`src/rtl/banked_mux.sv`:
```
module banked_mux_leaf #(
  parameter int SEL_W = 3
) (
  input  logic [2**SEL_W-1:0] d,
  input  logic [SEL_W-1:0]    s,
  input  logic                gate_n,
  output logic                q,
  output logic                q_n
);
  assign q   = ~gate_n & d[s];
  assign q_n = ~q;
endmodule

module banked_mux #(
  parameter int LEAF_SEL_W = 3,
  parameter int BANK_SEL_W = 2,
  localparam int SEL_W  = LEAF_SEL_W + BANK_SEL_W,
  localparam int LEAF_N = 2**LEAF_SEL_W,
  localparam int LEAVES = 2**BANK_SEL_W,
  localparam int DATA_W = LEAF_N * LEAVES
) (
  input  logic [DATA_W-1:0] data,
  input  logic [SEL_W-1:0]  sel,
  input  logic              enable,
  output logic              y,
  output logic              y_n
);
  logic [LEAVES-1:0] leaf_gate_n;
  logic [LEAVES-1:0] leaf_q;
  logic [LEAVES-1:0] leaf_qn;

  always_comb begin
    leaf_gate_n = '1;
    if (enable) leaf_gate_n[sel[SEL_W-1:LEAF_SEL_W]] = 1'b0;
  end

  for (genvar k = 0; k < LEAVES; k++) begin : g_leaf
    banked_mux_leaf #(.SEL_W(LEAF_SEL_W)) u_leaf (
      .d      (data[k*LEAF_N +: LEAF_N]),
      .s      (sel[LEAF_SEL_W-1:0]),
      .gate_n (leaf_gate_n[k]),
      .q      (leaf_q[k]),
      .q_n    (leaf_qn[k])
    );
  end

  assign y   = ~&leaf_qn;
  assign y_n = ~y;
endmodule

```
`config.mk`:
```
export PLATFORM = sky130hd
export DESIGN_NAME = banked_mux
export DESIGN_NICKNAME = d
export VERILOG_FILES = /design/src/rtl/banked_mux.sv
export SDC_FILE = /design/constraint.sdc
export NUM_CORES = 1
export LEC_CHECK = 0
export ABC_AREA = 1
export CORE_AREA = 2 2 39 41
export DETAILED_ROUTE_END_ITERATION = 8
export DIE_AREA = 0 0 41 43
export PLACE_DENSITY = 0.8
export SETUP_SLACK_MARGIN = 0.4
export SLEW_MARGIN = 5
export SYNTH_ARGS = -nofsm -noshare
export SYNTH_HDL_FRONTEND = slang
export SYNTH_SLANG_ARGS = --single-unit
```
`constraint.sdc`:
```
create_clock -name vclk -period 1.6
set_input_delay 0.32 -clock vclk [all_inputs]
set_output_delay 0.32 -clock vclk [all_outputs]
set_load 0.02 [all_outputs]
```
Word level (Yosys, flattened, before mapping)
Index checks and enable logic that the tools add are counted.
Storage, ports and cells
  word-level logic and storage cells: 30
  bits of input ports: 38
  output and inout port bits: 2
  bits in registers: 0
Cells by class
  mux-type cells: 11
  reduce and logical (&&, ||, !) cells: 3
  bitwise operators: 13
  $lt $le $gt $ge: 3
Operators with widths (count)
  $bmux 1 s3: 4
  $not 1->1: 8
  $mux 1: 5
  $and 1x1->1: 4
  $lt 3x4->1 const B: 1
  $mux 4: 1
  $not 4->4: 1
  $reduce_and 4->1: 1
  $lt 2x3->1 const B: 1
  $demux 1 s2: 1
  $ge 2x1->1 const B: 1
  $logic_and 1x1->1: 1
  $logic_not 1->1: 1

Depth between registers and ports, before layout
  word-level depth: 11
  gate-level depth with buffers: 11
  gate-level depth less buffers: 9

Cells and area by module
From an unflattened synthesis, not the netlist that was laid out.
Second synthesis, totals
  cells, all modules: 128
  area total of the unflattened synthesis: 530.5 µm²
By module, submodules not included
  banked_mux_leaf: cells an instance 29, seq. area each 0.0 µm², area an instance 120.1 µm², times used 4
  banked_mux: cells an instance 12, seq. area each 0.0 µm², area an instance 50.0 µm², times used 1

Worst setup path before layout
OpenSTA, ideal clock, no wires.
  path kind: input to output
  start: in sel[0]
  end: out y_n
  setup slack: 57 ps
  arrival time: 1223 ps
  path buffers: 2
  cell stages on the path: 9
  data required time: 1280 ps
  cells stage by stage: buf_6 buf_4 nand2_1 nand3_1 nand3_1 nand2_1 nand2_1 nand2_1 nor2_1
On the way
  longest elaborated chain between the ends: 5
  elaborated cells between the ends (all ways): 17
  classes of those cells: mux (8); bitwise (8); reduce/logical (1)
Ends and longest elaborated chain
  start, declared: line 23  | input logic [SEL_W-1:0] sel,
  $bmux 1 s3: line 10  | assign q = ~gate_n & d[s];
  $mux 1 (not written as such): line 10
  $and 1x1->1: line 10
  $not 1->1: line 11  | assign q_n = ~q;
  $reduce_and 4->1 *: line 47  | assign y = ~&leaf_qn;
  end, declared: line 26  | output logic y_n
Mark *: on every way between the ends. The rest lies on a longest branch, timed or not. The select of a mux whose other input is x is not followed.

Worst setup path after layout
Ends and elaborated chain as after synthesis.

==> out/metrics.yaml <==
outcome: "finished, violations left"
violations: "negative setup slack"
syn_inst: 84
grt_pass1_wl_mm: 2.49
synth.net_count: 122
portBuffers: 40
syn_to_final_growth_pct: 174
cts-hold-fix-buffers: 0
drt.antenna.violating_nets: 0
stdcell_area_um2: 1030
hpwlAfterDp_mm: 1.15
layout_setup_ws_ns: -0.0143
design.seq.count: 0
fin_cells: 142
synth_common_cells: "nand2_1, nand3_1, inv_1"
cp_max_fo: 8
die_w_um: 41
final_hold_viol_count: 0
dieArea_um2: 1760
grt_usage: 0.196
antenna_found_initial: 0
multiInputGateArea_um2: 493
placed_area_um2: 818
nFillCells: 109
start_kind: "input pin"
die_h_um: 43
worst_setup_path_end_kind: "output port"
drc: 0
relSlewSlack: 0.860
hp-class: "in2out"
period_minus_slack_ns: 1.61
critPathKind: "in2out"
fmax_mhz: 619
cap_violations: 0
layout.nets: 166
rsz0062_at_grt: "yes"
synth.largest_area_cell: "nand2_1"
drv_slew: 0
crit_arrival_ns: 1.29
setup_viol: 2
ir_drop_mv: 0.148
holdPathStages: 7
grt_start_max_net_pins: 9
wl_per_cell_um: 12.9
crit_required_ns: 1.28
drtPass1Iterations: 4
num_antenna_cells: 0
rows: 14
num-clock-buffers: 0
synthTopCellsByArea: "nand2_1, nand3_1, buf_6"
yosysMostFrequentCell: "nand2_1"
syn_area_um2: 375
seq_area_um2: 0
grt_pass1_vias: 652
drtIter0Drc: 13
synth_cell_types: 11
viasPerCell: 5.02
ios: 40
core_um2: 1380
wirelength_mm: 1.83
dp_cells: 139
hold_slack_ns: 1.27
power.density_nw_per_um2: 252
vias: 713
worst_slew_pin_slew_ns: 0.208
yosysTopAreaCellShare: 0.420
yosysSeqAreaShare: 0
avgSynthCellArea_um2: 4.47
p_leak_nw: 0.522
initial_core_util: 0.271
ys_warn_count: 0
place_congestion: 0.793
period_share: 1.01
gr-total-overflow: 0
layout-drive-gt1-share: 0.500
==> power by group <==
part,switching [mW],internal (mW),total (mW)
clock network,0,0,0
registers,0,0,0
logic,0.126,0.133,0.259
==> per-layer routing <==
metal / global-route usage / up-vias / routed length (um)
met1: 0.250 / 310 / 668
met2: 0.341 / 42 / 938
met5: 0 / - / 0
met3: 0.00524 / 8 / 159
met4: 0.0467 / 0 / 60
li1: - / 353 / -
==> placed cells by master (no fill, tap or decap) <==
| master | n |
|---|---|
| inv_12 | 1 |
| inv_2 | 4 |
| nand2_1 | 19 |
| nand2_2 | 21 |
| buf_4 | 1 |
| nor3_2 | 1 |
| inv_1 | 2 |
| buf_12 | 2 |
| nand3_2 | 20 |
| dlygate4sd2_1 | 35 |
| nor3_1 | 3 |
| buf_16 | 2 |
| clkinv_8 | 1 |
| nand3_1 | 4 |
| inv_4 | 1 |
| buf_2 | 1 |
| nand2_4 | 3 |
| nor2_4 | 1 |
| buf_6 | 3 |
| clkbuf_2 | 1 |
==> through the flow <==
| stage | utilization | setup WS, ns | total power, mW | TNS, ns |
|---|---|---|---|---|
| finish | 0.742 | -0.0143 | 0.259 | -0.0224 |
| detailed placement | 0.591 | -0.921 | 0.213 | -1.82 |
| floorplan | - | 0.173 | 0.0930 | 0 |
| global route | 0.742 | -0.0643 | 0.278 | -0.110 |
| global placement | 0.591 | -0.883 | 0.210 | -1.74 |
| CTS | 0.661 | -0.0186 | 0.225 | -0.0186 |
==> path summary, 6_finish.rpt <==
check | start | endpoint | slack, ns
setup / recovery | sel[0] | y_n | -0.01
hold / removal | sel[2] | y_n | 1.27
==> cell type report <==
type	instances	share of cell area
timing repair inverter	1	0.0158
inverter	8	0.0438
multi-input combinational	72	0.480
tap	16	0.0195
timing repair buffer	45	0.441
==> worst max-delay path, cell delays in order <==
cell and delay (ns):
buf_12 0.10, buf_12 0.14, clkinv_8 0.08, nand2_2 0.05, nand3_1 0.08, nand3_2 0.08
nand2_2 0.05, nand2_2 0.08, nand2_4 0.06, nor2_4 0.11, buf_6 0.12
==> cell families after synthesis <==
logic type | synth area share
AND/OR/NAND/NOR | 0.820
buffers and inverters | 0.180
==> timing repair <==
action,in CTS,in global routing
cloned,3,0
buffers inserted,0,0
resized for setup,84,32
pin swaps,46,20
endpoints found under the setup margin,2,2
No activity file was read; power rests on OpenSTA's default activity.
